File: config.mk
export PLATFORM = sky130hd
export DESIGN_NAME = acc_regop_unit
export DESIGN_NICKNAME = d
export VERILOG_FILES = /design/src/rtl/acc_pkg.sv /design/src/rtl/regop_decode.sv /design/src/rtl/regop_chain.sv /design/src/rtl/regop_skip.sv /design/src/rtl/acc_regop_unit.sv
export SDC_FILE = /design/constraint.sdc
export NUM_CORES = 1
export LEC_CHECK = 0
export BUFFER_PORTS_ARGS = -buffer_cell sky130_fd_sc_hd__buf_2
export CAP_MARGIN = 20
export CORE_ASPECT_RATIO = 1.4
export CORE_MARGIN = 2
export CORE_UTILIZATION = 60
export DETAILED_ROUTE_END_ITERATION = 12
export HOLD_SLACK_MARGIN = 0.02
export MAX_ROUTING_LAYER = met4
export PLACE_DENSITY = 0.87
export SKIP_CTS_REPAIR_TIMING = 1
export SYNTH_ARGS = -nofsm -noshare
export SYNTH_HDL_FRONTEND = slang
export SYNTH_SLANG_ARGS = --single-unit
File: constraint.sdc
create_clock -name clk -period 7.4 [get_ports clk]
set_input_delay 0.74 -clock clk [delete_from_list [all_inputs] [get_ports clk]]
set_output_delay 0.74 -clock clk [all_outputs]
set_load 0.05 [all_outputs]
File: src/rtl/acc_pkg.sv
package acc_pkg;

    localparam int WORD_W  = 16;
    localparam int OPC_W   = 4;
    localparam int SEL_W   = WORD_W - OPC_W;
    localparam int STAGE_N = 7;

    localparam logic [OPC_W-1:0] OPC_REGOP = 4'b0111;

    // select-bit positions inside the low field
    localparam int SB_CLR_AC = 11;
    localparam int SB_CLR_E  = 10;
    localparam int SB_INV_AC = 9;
    localparam int SB_INV_E  = 8;
    localparam int SB_ROT_R  = 7;
    localparam int SB_ROT_L  = 6;
    localparam int SB_INC    = 5;
    localparam int SB_T_POS  = 4;
    localparam int SB_T_NEG  = 3;
    localparam int SB_T_ZERO = 2;
    localparam int SB_T_EZ   = 1;
    localparam int SB_STOP   = 0;

    typedef struct packed {
        logic clr_ac;
        logic clr_e;
        logic inv_ac;
        logic inv_e;
        logic rot_r;
        logic rot_l;
        logic inc;
        logic t_pos;
        logic t_neg;
        logic t_zero;
        logic t_ez;
        logic stop;
    } regop_t;

    typedef struct packed {
        logic [WORD_W-1:0] ac;
        logic              e;
    } acc_state_t;

    // stage enables, index 0 acts first
    function automatic logic [STAGE_N-1:0] stage_mask(regop_t o);
        return {o.inc, o.rot_l, o.rot_r, o.inv_e, o.inv_ac, o.clr_e, o.clr_ac};
    endfunction

    function automatic acc_state_t apply_stage(int k, acc_state_t s);
        acc_state_t r;
        r = s;
        case (k)
            0: r.ac = '0;
            1: r.e  = 1'b0;
            2: r.ac = ~s.ac;
            3: r.e  = ~s.e;
            4: begin
                r.ac = {s.e, s.ac[WORD_W-1:1]};
                r.e  = s.ac[0];
            end
            5: begin
                r.ac = {s.ac[WORD_W-2:0], s.e};
                r.e  = s.ac[WORD_W-1];
            end
            6: r.ac = s.ac + {{(WORD_W-1){1'b0}}, 1'b1};
            default: r = s;
        endcase
        return r;
    endfunction

endpackage

File: src/rtl/regop_decode.sv
module regop_decode
    import acc_pkg::*;
(
    input  logic [WORD_W-1:0] ir,
    input  logic              step_t3,
    input  logic              halted,
    output logic              exec,
    output regop_t            ops
);
    logic [SEL_W-1:0] sel;

    assign exec = step_t3 && !halted && (ir[WORD_W-1 -: OPC_W] == OPC_REGOP);
    assign sel  = exec ? ir[SEL_W-1:0] : '0;

    always_comb begin
        ops        = '0;
        ops.clr_ac = sel[SB_CLR_AC];
        ops.clr_e  = sel[SB_CLR_E];
        ops.inv_ac = sel[SB_INV_AC];
        ops.inv_e  = sel[SB_INV_E];
        ops.rot_r  = sel[SB_ROT_R];
        ops.rot_l  = sel[SB_ROT_L];
        ops.inc    = sel[SB_INC];
        ops.t_pos  = sel[SB_T_POS];
        ops.t_neg  = sel[SB_T_NEG];
        ops.t_zero = sel[SB_T_ZERO];
        ops.t_ez   = sel[SB_T_EZ];
        ops.stop   = sel[SB_STOP];
    end
endmodule

File: src/rtl/regop_chain.sv
module regop_chain
    import acc_pkg::*;
(
    input  acc_state_t cur,
    input  regop_t     ops,
    output acc_state_t nxt
);
    acc_state_t       stg [STAGE_N+1];
    logic [STAGE_N-1:0] en;

    assign en     = stage_mask(ops);
    assign stg[0] = cur;

    for (genvar k = 0; k < STAGE_N; k++) begin : g_stage
        assign stg[k+1] = en[k] ? apply_stage(k, stg[k]) : stg[k];
    end

    assign nxt = stg[STAGE_N];
endmodule

File: src/rtl/regop_skip.sv
module regop_skip
    import acc_pkg::*;
(
    input  acc_state_t cur,
    input  regop_t     ops,
    output logic       skip
);
    logic sign, zero;

    assign sign = cur.ac[WORD_W-1];
    assign zero = (cur.ac == '0);

    assign skip = (ops.t_pos  && !sign)
               || (ops.t_neg  &&  sign)
               || (ops.t_zero &&  zero)
               || (ops.t_ez   && !cur.e);
endmodule

File: src/rtl/acc_regop_unit.sv
module acc_regop_unit
    import acc_pkg::*;
(
    input  logic              clk,
    input  logic              rst,
    input  logic              step_t3,
    input  logic [WORD_W-1:0] ir,
    input  logic              wr_en,
    input  logic [WORD_W-1:0] wr_ac,
    input  logic              wr_e,
    output logic [WORD_W-1:0] ac_q,
    output logic              e_q,
    output logic              skip_req,
    output logic              halted,
    output logic              sc_clr
);
    acc_state_t st_q, st_next;
    regop_t     ops;
    logic       exec;

    regop_decode u_dec (
        .ir      (ir),
        .step_t3 (step_t3),
        .halted  (halted),
        .exec    (exec),
        .ops     (ops)
    );

    regop_chain u_chain (
        .cur (st_q),
        .ops (ops),
        .nxt (st_next)
    );

    regop_skip u_skip (
        .cur  (st_q),
        .ops  (ops),
        .skip (skip_req)
    );

    always_ff @(posedge clk) begin
        if (rst) begin
            st_q   <= '0;
            halted <= 1'b0;
        end else begin
            if (exec) begin
                st_q <= st_next;
            end else if (wr_en) begin
                st_q <= '{ac: wr_ac, e: wr_e};
            end
            if (ops.stop) begin
                halted <= 1'b1;
            end
        end
    end

    assign sc_clr = exec;
    assign ac_q   = st_q.ac;
    assign e_q    = st_q.e;
endmodule

; ---- Yosys cells after proc, flatten, opt, wreduce, memory -nomap -nowiden
; Cells that the tools add are included.
; Widths: inputs -> output; s select.
[op_classes]
eq_ne = 1
n_reduce_logical = 14
n_bitwise = 2
n_addsub = 1
n_mux = 10
[ops]
columns = operator, count
row1 = $mux 17, 7
row2 = $add 16x1->16 const B, 1
row3 = $logic_not 16->1, 1
row4 = $not 16->16, 1
row5 = $mux 12, 1
row6 = $logic_and 1x1->1, 6
row7 = $eq 4x3->1 const B, 1
row8 = $logic_not 1->1, 3
row9 = $logic_or 1x1->1, 3
row10 = $mux 1, 2
row11 = $reduce_bool 2->1, 1
row12 = $not 1->1, 1
[totals]
output_inout_bits = 20
reg_bits = 18
in_bits = 37

; ---- Longest topological paths before layout
; Gate-level depths: netlist of run 1.
[logic_depth]
word_depth = 14
mapped_depth = 15
mapped_depth_nobuf = 13

; ---- By module
; A second synthesis of run 1 with hierarchy kept.
[unflattened]
cells_unflattened = 325
hier_area_um2 = 2446.1
[modules_own_cells]
columns = mod, instances, cells_each, area_per_inst_um2
row1 = regop_chain, 1, 207, 1387.6
row2 = acc_regop_unit, 1, 78, 829.5
row3 = regop_decode, 1, 30, 161.4
row4 = regop_skip, 1, 10, 67.6

; ---- Least setup slack after synthesis of run 1
; Ideal clock, no wire load.
[synth_timing]
path_type = input to register
startpoint = input ir[15]
endpoint = register st_q, in the netlist ac_q[6]
setup_slack_ps = 3842
setup_time_ps = 86
stages = 15
arrival_ps = 3473
cell_sequence = and4bb_1 -> buf_4 -> nand2_1 -> inv_1 -> clkbuf_1 -> o21ai_0 -> a21oi_1 -> a221oi_1 -> a21oi_1 -> ha_1 -> nand3_1 -> a2111oi_2 -> mux2i_1 -> o22ai_1 -> a211oi_1
[synth_via]
elab_chain_len = 12
[synth_rtl]
columns = element, line_no
row1 = "start, declared", acc_regop_unit.sv:7  ; input logic [WORD_W-1:0] ir,
row2 = $eq 4x3->1 (*), regop_decode.sv:12  ; assign exec = step_t3 && !halted && (ir[WORD_W-1 -: OPC_W] == OPC_REGOP);
row3 = $logic_and 1x1->1 (*), regop_decode.sv:12
row4 = $mux 12, regop_decode.sv:13  ; assign sel = exec ? ir[SEL_W-1:0] : '0;
row5 = $mux 1, regop_chain.sv:15  ; assign stg[k+1] = en[k] ? apply_stage(k, stg[k]) : stg[k];
row6 = $mux 17, regop_chain.sv:15
row7 = $not 1->1, acc_pkg.sv:56  ; 3: r.e = ~s.e;
row8 = $mux 1, regop_chain.sv:15
row9 = $mux 17 (2 in a row), regop_chain.sv:15
row10 = $add 16x1->16, acc_pkg.sv:65  ; 6: r.ac = s.ac + {{(WORD_W-1){1'b0}}, 1'b1};
row11 = $mux 17, regop_chain.sv:15
row12 = $mux 17, acc_regop_unit.sv:46  ; if (exec) begin
row13 = "end signal, assigned", acc_regop_unit.sv:47  ; st_q <= st_next;
row14 = "end signal, assigned", acc_regop_unit.sv:49  ; st_q <= '{ac: wr_ac, e: wr_e};
row15 = "end, declared", acc_regop_unit.sv:17  ; acc_state_t st_q, st_next;
; Every way passes the cells marked *; elsewhere a longest branch is shown, timed or not.
; A chain may end at the register's enable or synchronous reset.

; ---- Final worst setup path of run 1
; Ends and elaborated chain as after synthesis.

==> results of run 1 <==
[metal layers]
layer  global-route usage, %  up-vias  share of wire, %
met3                    3.94       33               7.9
li1                        -     1364                 -
met2                    55.1      176                50
met4                    14.7        0               2.5
met5                       -        -                 0
met1                    39.9     1377                40
[cell families (layout without fill, tap and decap cells)]
group / Yosys count / count (layout) / share of synthesized area [%]
compound gates: 132 / 132 / 39.1
mux: 22 / 22 / 8.70
fa+ha+maj: 1 / 1 / 0.483
buf+inv: 46 / 68 / 8.65
simple gates: 104 / 104 / 23.8
flops: 18 / 18 / 13.9
xor+xnor: 16 / 16 / 5.41
[layout by cell type, fill, tap and decap left out, types with 4 or more instances in the layout]
cell type,count
sky130_fd_sc_hd__a211oi_1,18
sky130_fd_sc_hd__a21o_1,4
sky130_fd_sc_hd__a21oi_1,29
sky130_fd_sc_hd__a221oi_1,6
sky130_fd_sc_hd__a22o_1,4
sky130_fd_sc_hd__a31oi_1,6
sky130_fd_sc_hd__buf_2,56
sky130_fd_sc_hd__clkbuf_8,4
sky130_fd_sc_hd__dfxtp_1,18
sky130_fd_sc_hd__inv_1,6
sky130_fd_sc_hd__mux2i_1,21
sky130_fd_sc_hd__nand2_1,16
sky130_fd_sc_hd__nand3_1,7
sky130_fd_sc_hd__nand3b_1,7
sky130_fd_sc_hd__nand4_1,8
sky130_fd_sc_hd__nor2_1,20
sky130_fd_sc_hd__nor2b_1,9
sky130_fd_sc_hd__nor3_1,7
sky130_fd_sc_hd__o2111ai_1,4
sky130_fd_sc_hd__o211a_1,8
sky130_fd_sc_hd__o211ai_1,4
sky130_fd_sc_hd__o21a_1,4
sky130_fd_sc_hd__o21ai_0,10
sky130_fd_sc_hd__o22ai_1,4
sky130_fd_sc_hd__o31ai_1,4
sky130_fd_sc_hd__xnor2_1,10
sky130_fd_sc_hd__xor2_1,6
[worst paths after layout]
path / from / endpoint / slack [ps] / cells past startpoint
min: halted$_SDFFE_PP0P_ / halted$_SDFFE_PP0P_ / 520 / 2
max reg2reg: halted$_SDFFE_PP0P_ / ac_q[6]$_SDFFE_PP0P_ / 3310 / 11
max: ir[15] / ac_q[6]$_SDFFE_PP0P_ / 3060 / 12
min reg2reg: halted$_SDFFE_PP0P_ / halted$_SDFFE_PP0P_ / 520 / 2
[worst max-delay path, stage by stage]
cell and delay [ps]:
sky130_fd_sc_hd__buf_2 100, sky130_fd_sc_hd__and4bb_1 860, sky130_fd_sc_hd__and4_1 720, sky130_fd_sc_hd__a22o_1 280, sky130_fd_sc_hd__nor3_1 60, sky130_fd_sc_hd__a21oi_1 180, sky130_fd_sc_hd__ha_1 210, sky130_fd_sc_hd__nand3_1 220
sky130_fd_sc_hd__a2111oi_2 560, sky130_fd_sc_hd__mux2i_1 260, sky130_fd_sc_hd__o22ai_1 100, sky130_fd_sc_hd__a211oi_1 210
[where the power goes]
part | total [mW] | internal [mW] | switching, mW
combinational | 0.136 | 0.0486 | 0.0872
clock | 0.0905 | 0.0476 | 0.0429
sequential | 0.118 | 0.103 | 0.0147
[per-stage QoR]
step                instances  instance area, sq um  total power, mW
finish                    406                  2790            0.344
detailed placement        402                  2740            0.252
floorplan                 339                  2590            0.222
CTS                       406                  2790            0.340
global placement          402                  2740            0.249
global route              406                  2790            0.359
[cell type report]
class / count / area (sq um)
Multi-Input combinational cell: 275 / 2000
Tap cell: 45 / 56.3
Inverter: 6 / 22.5
Clock buffer: 4 / 55.1
Sequential cell: 18 / 360
Timing Repair Buffer: 58 / 295
Fill cell: 380 / 1410
[state kept, by name (all words and copies together), names as in the netlist]
name	flops
ac_q	16
e_q	1
halted	1
==> summary.md, run 1 <==
The run finished with clean final reports. Setup repair after global routing left no endpoint under its margin. The die is 59.5 um wide.

The distinct cell type count after synthesis was 67; the share of cells above drive strength 1 was 22.2%. The yosys synthesis warning count is 0, and the number of setup violations in the final report is 0. After clock tree synthesis, the clock-pin slew on the worst setup and hold paths is 80 ps. The run gives 33.2% as the total routing resource utilization after global routing. The detail-routed via count per cell was 7.27; the number of buffers on the longest clock path was 2. The tools report the peak supply drop as 0.0741 mV. Count of vias placed by the detailed router: 2950. The min-delay analysis places its worst path in the category reg2reg. In the final timing run, aggregate negative setup slack is 0 ps. After detailed routing, the number of remaining DRC violations is 0.

The cell count after synthesis came out at 339. For the critical path arrival, the log shows 4530 ps. Summed over all layers, the global routing overflow is 0. In this run the core area contains 28 standard-cell rows.

The final cycle utilization of the critical path is 58.6%, and the number of enable flip-flop cells after synthesis is 0. For the worst setup path, the data required time is 7590 ps. Summed over all cells, the static leakage comes to 1.15 nW. Sequential elements use 13.9% of the synthesized area.

The root buffer cell is sky130_fd_sc_hd__clkbuf_8. For this run, the leading register cell type out of synthesis is sky130_fd_sc_hd__dfxtp_1. The worst setup path is of the in2reg kind.

Entering global routing, the biggest net connects 38 pins. The worst path needs 4340 ps of the cycle, external delays included. The fraction of synthesis flops using an asynchronous set or reset pin was 0%. For this run, the top clock speed supported by timing is 230 MHz. For the total CTS buffers, the log shows 3. The routed design has 7800 um of wire.

The number of nets in the synthesized netlist is 377. The tool flagged a number of max-cap violations equal to 0. The floorplan step set the die height to 81.7 um.

Cells fill 66.5% of the core in the end. Area of the die: 4860 sq um. The tools report the number of max-slew violations in the final report as 0. The largest fanout of any net on the critical path is 24, and the relative slew slack is 39.8%. The wire-length estimate of the detail-placed layout is 5350 um. STA classifies the critical path endpoint as a flop. The total area inside the core boundary comes to 4200 sq um. The run gives 61.6% as the effective utilization at floorplan. The share of synthesized area in the top cell type comes to 13.9%.

For the total number of H-tree levels, the log shows 1. Routed length per instance: 19.2 um. Final hold analysis gives a worst-case slack of 518 ps.

The violation count after the first detailed-routing iteration was 250. Dividing total power by cell area gives a power density of 123 nW/um^2. The run gives 2980 ps as the worst slack at placement. For the pin with the worst max-slew slack, the measured transition is 904 ps. The first global-routing pass estimated 12500 um of wire. By area the synthesized netlist is led by sky130_fd_sc_hd__dfxtp_1 14%, sky130_fd_sc_hd__mux2i_1 8.1%, sky130_fd_sc_hd__a21oi_1 5.6%.

The count of endpoints failing hold in the final timing report was 0; the placer congestion estimate was 0.951. The final worst setup slack was 3060 ps. Input and output buffers added on the ports amount to 56. The logs give 0 for the initial antenna violation count and 0 for the antenna violation net count after detailed routing.

The worst setup path is launched from an input pin. After synthesis the cells add up to 2590 sq um. Compared with the post-synthesis result, the final layout area differs by 7.93%.

Most frequently used cell type in the post-synthesis netlist: sky130_fd_sc_hd__a21oi_1. The tools report the number of placed I/O pins as 57. The repair_antennas step left the layout with diodes totalling 0. Dividing the synthesized area by the synthesized cell count gives 7.64 sq um. TritonCTS built the clock tree. The clock net in this run drives a total of 18 sinks.

The net count of the finished layout is 400. In this run, synthesis produced a sequential element count of 18. The number of detailed-route iterations in the first pass came out at 5. Counting instances in the post-synthesis netlist gives the leading cell types as 29 x sky130_fd_sc_hd__a21oi_1, 22 x sky130_fd_sc_hd__clkbuf_1, 21 x sky130_fd_sc_hd__mux2i_1.

At the later pin of the worst-skew pair, clock insertion delay measures 270 ps. The via count of the first global-routing pass is 2653. The leading area contributor after synthesis is sky130_fd_sc_hd__dfxtp_1.

The run gives 3.19 ps as the worst setup skew after layout.
Note: power is estimated with default switching activity, not from simulation.
==> run 2: changes to the inputs <==
CORE_UTILIZATION = 56   (was 60)
PLACE_DENSITY = 0.82   (was 0.87)
clock period = 4.2 ns   (was 7.4 ns; I/O delays follow)
==> run 2 against run 1 <==
Clock power rose by 71%. Largest power group unchanged. Clock skew shrank 1.8 ps. Sequential share of layout area down 0.27 points. First-iteration DRC count grew 21%. Largest cell class unchanged. Final cell count rose by 5.4%.
==> summary.md, run 2 (synthesis gave the netlist of run 1 again) <==
The run finished with clean final reports. The die width is 61.5 um (was 59.5 um), and the routed length per instance is 18.9 um (was 19.2 um). The total number of H-tree levels was 1 (unchanged); the area growth from synthesis to layout was 10.2% (was 7.93%).

The tools report the maximum number of pins on one net before global-route repair as 28 (was 38). The run gives 29 (was 28) as the cell row count. The path class of the lowest-slack min-delay path is in2reg (was reg2reg).

The final worst setup slack was 908 ps (was 3060 ps); the wire length on met3 was 519 um (was 615 um). The capture instance of the worst register-to-register path is ac_q[10]$_SDFFE_PP0P_ (was ac_q[6]$_SDFFE_PP0P_). The logs give 2989 (was 2950) for the count of vias placed by the detailed router and 352 uW (was 199 uW) for the cell internal power dissipation.

The count of endpoints failing hold in the final timing report came out at 0 (unchanged). Switching power summed over all nets: 254 uW (was 145 uW). Top metal layer carrying routed signals: met4 (unchanged). The run gives 303 (was 250) as the violation count after the first detailed-routing iteration. The run gives 437 (was 380) as the number of filler cells placed in the layout. The largest fanout of any net on the critical path came out at 19 (was 24).

The logs give 0 (unchanged) for the remaining global-route overflow and 5860 um (was 5350 um) for the final HPWL from detailed placement. TritonCTS built the clock tree. The tools report the flop-to-flop setup slack as 930 ps (was 3310 ps). The destination of the critical timing path was ac_q[10]$_SDFFE_PP0P_ (was ac_q[6]$_SDFFE_PP0P_). The CTS clock-pin slew for the worst setup and hold paths was 80 ps (about the same).

The critical path startpoint category was an input pin (unchanged). The detail-routed via count per cell was 6.98 (was 7.27); the number of placed I/O pins was 57 (unchanged). Based on the critical path, the design can be clocked at up to 304 MHz. The number of setup violations in the final report is 0 (unchanged), and the power density of the placed cells is 212 nW/um^2 (was 123 nW/um^2).

The antenna diode count is 0 (unchanged). The number of buffers on the longest clock path was 2 (unchanged); the number of max-slew violations in the final report was 0 (unchanged). Relative slew slack: 57.8% (was 39.8%). Sum of negative setup slack: 0 ps (unchanged).

The element type at the critical path end is a flop (unchanged). For the antenna violation net count after detailed routing, the log shows 0 (unchanged). Met1 wire length: 3160 um (was 3120 um).

The most common cell after layout, fill and taps aside is sky130_fd_sc_hd__buf_2 (unchanged). The share of cells above drive strength 1 came out at 23.2% (was 22.2%). For the clock network fraction of total power, the log shows 25.6% (was 26.3%). The source of the worst register-to-register timing path is halted$_SDFFE_PP0P_ (unchanged). The share of power burned in combinational logic was 40.0% (was 39.5%); the count of placed standard cells in the final layout, fillers left out was 428 (was 406).

The logs give 34.4% (was 34.2%) for the relative contribution of sequential cells to total power and 4370 ps (was 7590 ps) for the required time of the worst setup path. Commonest non-fill, non-tap cells in the layout: 56 x sky130_fd_sc_hd__buf_2, 29 x sky130_fd_sc_hd__a21oi_1, 21 x sky130_fd_sc_hd__mux2i_1 (unchanged). The critical path launch point was ir[9] (was ir[15]).

The worst slack at placement was 684 ps (was 2980 ps). The cell count after placement came out at 424 (was 402). The effective utilization at floorplan is 57.5% (was 61.6%).

For the core area, the log shows 4500 sq um (was 4200 sq um). The number of violations of the max-capacitance limit came out at 0 (unchanged). Setup repair after global routing left no endpoint under its margin. The layout net count was 405 (was 400). The total routing resource utilization after global routing is 33.0% (was 33.2%). The vertical die dimension was 84.4 um (was 81.7 um); the via count of the first global-routing pass was 2767 (was 2653). The logs give 0 (unchanged) for the initial antenna violation count and 1.17 nW (was 1.15 nW) for the reported leakage power. The switching power as a share of total power was 41.9% (was 42.1%); the total met2 wirelength after detailed routing was 4090 um (was 3870 um). The tools report the root buffer cell as sky130_fd_sc_hd__clkbuf_8 (unchanged). The tools report the clock insertion delay at the later pin of the skew report as 260 ps (was 270 ps). The peak supply drop is 0.190 mV (was 0.0741 mV), and the total CTS buffers is 3 (unchanged).

The area of the die is 5190 sq um (was 4860 sq um), and the worst setup skew after layout is 1.43 ps (was 3.19 ps). Minimum clock period after layout: 3290 ps. Slew at the pin closest to its max-slew limit: 630 ps (was 904 ps).

The placer congestion estimate was 1.01 (was 0.951); the final cycle utilization of the critical path was 78.4%. The kind of critical path was in2reg (unchanged). The depth of the worst register-to-register path is 11 (unchanged), and the number of detailed-route iterations in the first pass is 5 (unchanged).

The port buffer count came out at 56 (unchanged). The run gives 18 (unchanged) as the sink count of the clock tree. For the total length of routed wires, the log shows 8090 um (was 7800 um). The flip-flop count of the largest register after layout is 16 (unchanged). The logs give 12900 um (was 12500 um) for the wire length of the first global-routing pass and 3460 ps (was 4530 ps) for the critical path arrival.

The final routed DRC violation total was 0 (unchanged).
## run 2: cell types whose count changed in the layout (fill, tap and decap cells not counted)
cell,change
sky130_fd_sc_hd__buf_4,+5
## run 2: worst min-delay path by stage
stage                        startpoint                  end  slack, ps  cells past startpoint
floorplan                         ir[0]  halted$_SDFFE_PP0P_        560                      2
detailed placement  halted$_SDFFE_PP0P_  halted$_SDFFE_PP0P_        500                      2
global route                      ir[0]  halted$_SDFFE_PP0P_        380                      3
finish                            ir[0]  halted$_SDFFE_PP0P_        380                      3
global placement    halted$_SDFFE_PP0P_  halted$_SDFFE_PP0P_        500                      2
CTS                               ir[0]  halted$_SDFFE_PP0P_        380                      3
## run 2: critical path, cell delays in order
cell	delay [ps]
sky130_fd_sc_hd__buf_2	320
sky130_fd_sc_hd__inv_1	190
sky130_fd_sc_hd__nor3_1	420
sky130_fd_sc_hd__o221ai_1	190
sky130_fd_sc_hd__o211a_1	220
sky130_fd_sc_hd__a21oi_1	220
sky130_fd_sc_hd__ha_1	210
sky130_fd_sc_hd__nand3_1	200
sky130_fd_sc_hd__a2111oi_4	430
sky130_fd_sc_hd__nand4_1	170
sky130_fd_sc_hd__xor2_1	170
sky130_fd_sc_hd__a221oi_1	280
## run 2: layer usage
metal  GRT usage (%)  vias to the layer above
met5               -                        -
li1                -                     1376
met3            4.31                       32
met1            39.9                     1445
met4            15.5                        0
met2            52.5                      136
## run 2: final cells by class
type / instances / area, sq um / area share [%]
multi-input cells: 275 / 2000 / 70.3
flip-flops and latches: 18 / 360 / 12.6
repair buffers: 63 / 333 / 11.7
well taps: 62 / 77.6 / 2.72
clock buffers: 4 / 55.1 / 1.93
inverters: 6 / 22.5 / 0.789
## run 2: stage by stage
stage	utilization [%]	power (mW)	instance area, sq um	hold WS (ps)
floorplan	-	0.391	2590	561
global placement	62.2	0.446	2800	496
detailed placement	62.2	0.449	2800	504
CTS	63.4	0.601	2850	383
global route	63.4	0.632	2850	377
finish	63.4	0.606	2850	381
## run 2: power groups by stage
| stage | registers [mW] | logic [mW] | clock network [mW] |
|---|---|---|---|
| global route | 0.210 | 0.261 | 0.160 |
| finish | 0.208 | 0.242 | 0.155 |
| floorplan | 0.232 | 0.159 | 0 |
| global placement | 0.211 | 0.236 | 0 |
| CTS | 0.207 | 0.239 | 0.155 |
| detailed placement | 0.211 | 0.238 | 0 |
==> run 3: changes to the inputs <==
ABC_AREA = 1   (was unset)
CORE_UTILIZATION = 49   (was 56)
PLACE_DENSITY = 0.77   (was 0.82)
clock period = 2.7 ns   (was 4.2 ns; I/O delays follow)
==> run 3 against run 2 <==
Hold slack lost 140 ps. Largest cell class unchanged. Global-route usage shrank 4.2 points. Count of clock-buffer cells in the layout is the same. Critical path depth grew 8. Largest power group unchanged. Non-clock buffer count grew 18. Sequential share of layout area grew 0.11 points. Sequential power grew 46%.
==> summary.md, run 3 <==
The wire length of the first global-routing pass came out at 11300 um (was 12900 um). The number of setup violations in the final report came out at 0 (unchanged). The core area is 4500 sq um (unchanged), and the CTS clock-pin slew for the worst setup and hold paths is 80 ps (about the same). The number of placed I/O pins came out at 57 (unchanged). The tools report the part of the Yosys area used for sequential elements as 15.8% (was 13.9%). The antenna diode count is 0 (unchanged), and the number of synthesized register bits is 18 (unchanged).

The run finished with clean final reports. For the total power of the final layout, the log shows 865 uW (was 606 uW). Most frequently used cell type in the post-synthesis netlist: sky130_fd_sc_hd__nand2_1 (was sky130_fd_sc_hd__a21oi_1).

The sum of negative setup slack is 0 ps (unchanged), and the peak supply drop is 0.173 mV (was 0.190 mV). The area growth from synthesis to layout came out at 24.7% (was 10.2%). The antenna violation net count after detailed routing is 0 (unchanged), and the routed length per instance is 14.4 um (was 18.9 um). The most common cell after layout, fill and taps aside was sky130_fd_sc_hd__nand2_1 (was sky130_fd_sc_hd__buf_2). The share of the synthesized area in the top cell type is 19.6% (was 13.9%). Remaining global-route overflow: 0 (unchanged). The layout net count came out at 482 (was 405). Number of enable flip-flop cells after synthesis: 0 (unchanged). The element type at the critical path end is a flop (unchanged).

The maximum number of pins on one net before global-route repair is 22 (was 28). For the synthesized netlist cell count, the log shows 374 (was 339). The fraction of synthesis flops using an asynchronous set or reset pin works out to 0% (unchanged). The die width came out at 61.6 um (was 61.5 um).

The leading area contributor after synthesis was sky130_fd_sc_hd__nand3_1 (was sky130_fd_sc_hd__dfxtp_1). Slew at the pin closest to its max-slew limit: 647 ps (was 630 ps). The per-instance average area after synthesis came out at 6.09 sq um (was 7.64 sq um). The sink count of the clock tree came out at 18 (unchanged). The run gives 56.7% (was 57.8%) as the relative slew slack. TritonCTS built the clock tree. The run gives 450 (was 437) as the number of filler cells placed in the layout.

The number of violations of the max-capacitance limit is 0 (unchanged). The logs give 2280 sq um (was 2590 sq um) for the cell area after synthesis and 2905 (was 2989) for the count of vias placed by the detailed router. For the net count of the mapped netlist, the log shows 412 (was 377).

The worst slack at placement is -1.18 ps (was 684 ps). The number of max-slew violations in the final report was 0 (unchanged). The reported leakage power was 1.29 nW (was 1.17 nW); the largest fanout of any net on the critical path was 13 (was 19).

The root buffer cell was sky130_fd_sc_hd__clkbuf_8 (unchanged). The final HPWL from detailed placement is 5470 um (was 5860 um). For the number of buffers on the longest clock path, the log shows 2 (unchanged).

Initial antenna violation count: 0 (unchanged). For the number of detailed-route iterations in the first pass, the log shows 5 (unchanged). The most instantiated flip-flop cell in the synthesis netlist was sky130_fd_sc_hd__dfxtp_1 (unchanged). The worst setup skew after layout is 2.36 ps (was 1.43 ps).

The violation count after the first detailed-routing iteration was 142 (was 303). The required time of the worst setup path is 2900 ps (was 4370 ps). The kind of critical path is reg2reg (was in2reg).

The worst path uses 94.9% of the clock period. Critical path startpoint category: a flop (was an input pin). Commonest non-fill, non-tap cells in the layout: 94 x sky130_fd_sc_hd__nand2_1, 87 x sky130_fd_sc_hd__nand3_1, 56 x sky130_fd_sc_hd__buf_2 (was 56 x sky130_fd_sc_hd__buf_2, 29 x sky130_fd_sc_hd__a21oi_1, 21 x sky130_fd_sc_hd__mux2i_1). Final routed DRC violation total: 0 (unchanged). The total number of H-tree levels came out at 1 (unchanged). The power density of the placed cells is 305 nW/um^2 (was 212 nW/um^2), and the minimum clock period after layout is 2560 ps. The total routing resource utilization after global routing is 28.7% (was 33.0%), and the clock insertion delay at the later pin of the skew report is 260 ps (about the same). Final worst setup slack: 136 ps (was 908 ps). The tools report the via count of the first global-routing pass as 2512 (was 2767).

Ranking of synthesized cells by instance count: 96 x sky130_fd_sc_hd__nand2_1, 89 x sky130_fd_sc_hd__nand3_1, 22 x sky130_fd_sc_hd__inv_1 (was 29 x sky130_fd_sc_hd__a21oi_1, 22 x sky130_fd_sc_hd__clkbuf_1, 21 x sky130_fd_sc_hd__mux2i_1). The cell row count was 29 (unchanged). The path class of the lowest-slack min-delay path is in2reg (unchanged). The vertical die dimension was 84.7 um (was 84.4 um); the port buffer count was 56 (unchanged). The run gives 3 (unchanged) as the total CTS buffers.

The area of the die is 5220 sq um (was 5190 sq um). The logs give 0 (unchanged) for the yosys synthesis warning count and 7270 um (was 8090 um) for the total length of routed wires. The highest achievable clock rate came out at 390 MHz. The distinct cell type count after synthesis was 41 (was 67). Effective utilization at floorplan: 50.6% (was 57.5%). The tools report the flop-to-flop setup slack as 140 ps (was 930 ps). The tools report the placer congestion estimate as 0.933 (was 1.01).

The share of cells above drive strength 1 was 33.2% (was 23.2%). The critical path arrival was 2760 ps (was 3460 ps); the flip-flop count of the largest register after layout was 16 (unchanged). The count of endpoints failing hold in the final timing report is 0 (unchanged), and the detail-routed via count per cell is 5.75 (was 6.98). Synth top area cells: sky130_fd_sc_hd__nand3_1 20%, sky130_fd_sc_hd__dfxtp_1 16%, sky130_fd_sc_hd__nand2_1 16% (was sky130_fd_sc_hd__dfxtp_1 14%, sky130_fd_sc_hd__mux2i_1 8.1%, sky130_fd_sc_hd__a21oi_1 5.6%). The standard cell area after detailed placement is 2600 sq um (was 2800 sq um), and the final non-filler cell area is 2840 sq um (was 2850 sq um).
[run 3: cell count changes after synthesis, moves of 8 or more]
cell,before,now
sky130_fd_sc_hd__xnor2_1,10,0
sky130_fd_sc_hd__inv_1,6,22
sky130_fd_sc_hd__nor2b_1,9,0
sky130_fd_sc_hd__clkbuf_1,22,5
sky130_fd_sc_hd__a21oi_1,29,14
sky130_fd_sc_hd__o211a_1,8,0
sky130_fd_sc_hd__a211oi_1,18,0
sky130_fd_sc_hd__nand2_1,16,96
sky130_fd_sc_hd__nand3_2,2,11
sky130_fd_sc_hd__nand2_2,1,19
sky130_fd_sc_hd__mux2i_1,21,0
sky130_fd_sc_hd__nand3_1,7,89
[run 3: final cells by class]
cell class | count | area (sq um) | share of cell area, %
inverters | 29 | 129 | 4.54
clock buffers | 4 | 55.1 | 1.94
multi-input cells | 311 | 1740 | 61.4
repair buffers | 81 | 472 | 16.6
flip-flops and latches | 18 | 362 | 12.7
well taps | 62 | 77.6 | 2.73
[run 3: kinds of logic (layout without fill, tap and decap cells)]
family | after synthesis | in the layout | share of synthesized area [%]
and+or+nand+nor | 263 | 263 | 60.6
buffers and inverters | 45 | 114 | 10.0
AOI/OAI and AO/OA | 44 | 44 | 11.9
DFF | 18 | 18 | 15.8
xor gates and xnor gates | 3 | 3 | 1.15
adders and majority gates | 1 | 1 | 0.549
[run 3: power by group]
group	leakage (nW)	internal, mW	switching (mW)	total (mW)
registers	0.149	0.282	0.0222	0.304
clock network	0.0288	0.130	0.107	0.237
logic	1.11	0.108	0.216	0.324
[run 3: worst paths after layout]
kind	startpoint	end	depth (start not counted)
worst max-delay path	halted$_SDFFE_PP0P_	ac_q[14]$_SDFFE_PP0P_	20
worst min-delay path	ir[0]	halted$_SDFFE_PP0P_	3
worst max register to register	halted$_SDFFE_PP0P_	ac_q[14]$_SDFFE_PP0P_	20
worst min register to register	halted$_SDFFE_PP0P_	halted$_SDFFE_PP0P_	2
[run 3: metrics by stage]
step	hold slack, ps	utilization, %	cells
CTS	245	59.1	490
global placement	457	57.9	486
global route	282	63.1	505
floorplan	339	-	374
detailed placement	459	57.9	486
finish	245	63.1	505
[run 3: worst max-delay path: stages, from the launching register on]
cell and delay, ps:
sky130_fd_sc_hd__dfxtp_2 330, sky130_fd_sc_hd__inv_2 70, sky130_fd_sc_hd__nand2_4 60, sky130_fd_sc_hd__nor2_8 190
sky130_fd_sc_hd__nand2_8 100, sky130_fd_sc_hd__clkinv_8 80, sky130_fd_sc_hd__nand2_4 120, sky130_fd_sc_hd__inv_4 120
sky130_fd_sc_hd__nand3_1 120, sky130_fd_sc_hd__nand2_2 140, sky130_fd_sc_hd__ha_4 150, sky130_fd_sc_hd__inv_2 40
sky130_fd_sc_hd__nor2_4 100, sky130_fd_sc_hd__nand3_4 100, sky130_fd_sc_hd__nor2_4 160, sky130_fd_sc_hd__nand3_4 100
sky130_fd_sc_hd__nor2_4 150, sky130_fd_sc_hd__nand2_1 60, sky130_fd_sc_hd__nand2_1 70, sky130_fd_sc_hd__nand3_1 70
sky130_fd_sc_hd__a21oi_1 150
[run 3: per-layer routing]
| layer | GRT usage [%] | part of all wire, % | vias to the layer above |
|---|---|---|---|
| li1 | - | - | 1418 |
| met1 | 34.2 | 37 | 1305 |
| met2 | 45.3 | 51 | 144 |
| met3 | 3.54 | 7.0 | 38 |
| met4 | 15.7 | 5.3 | 0 |
| met5 | - | 0 | - |
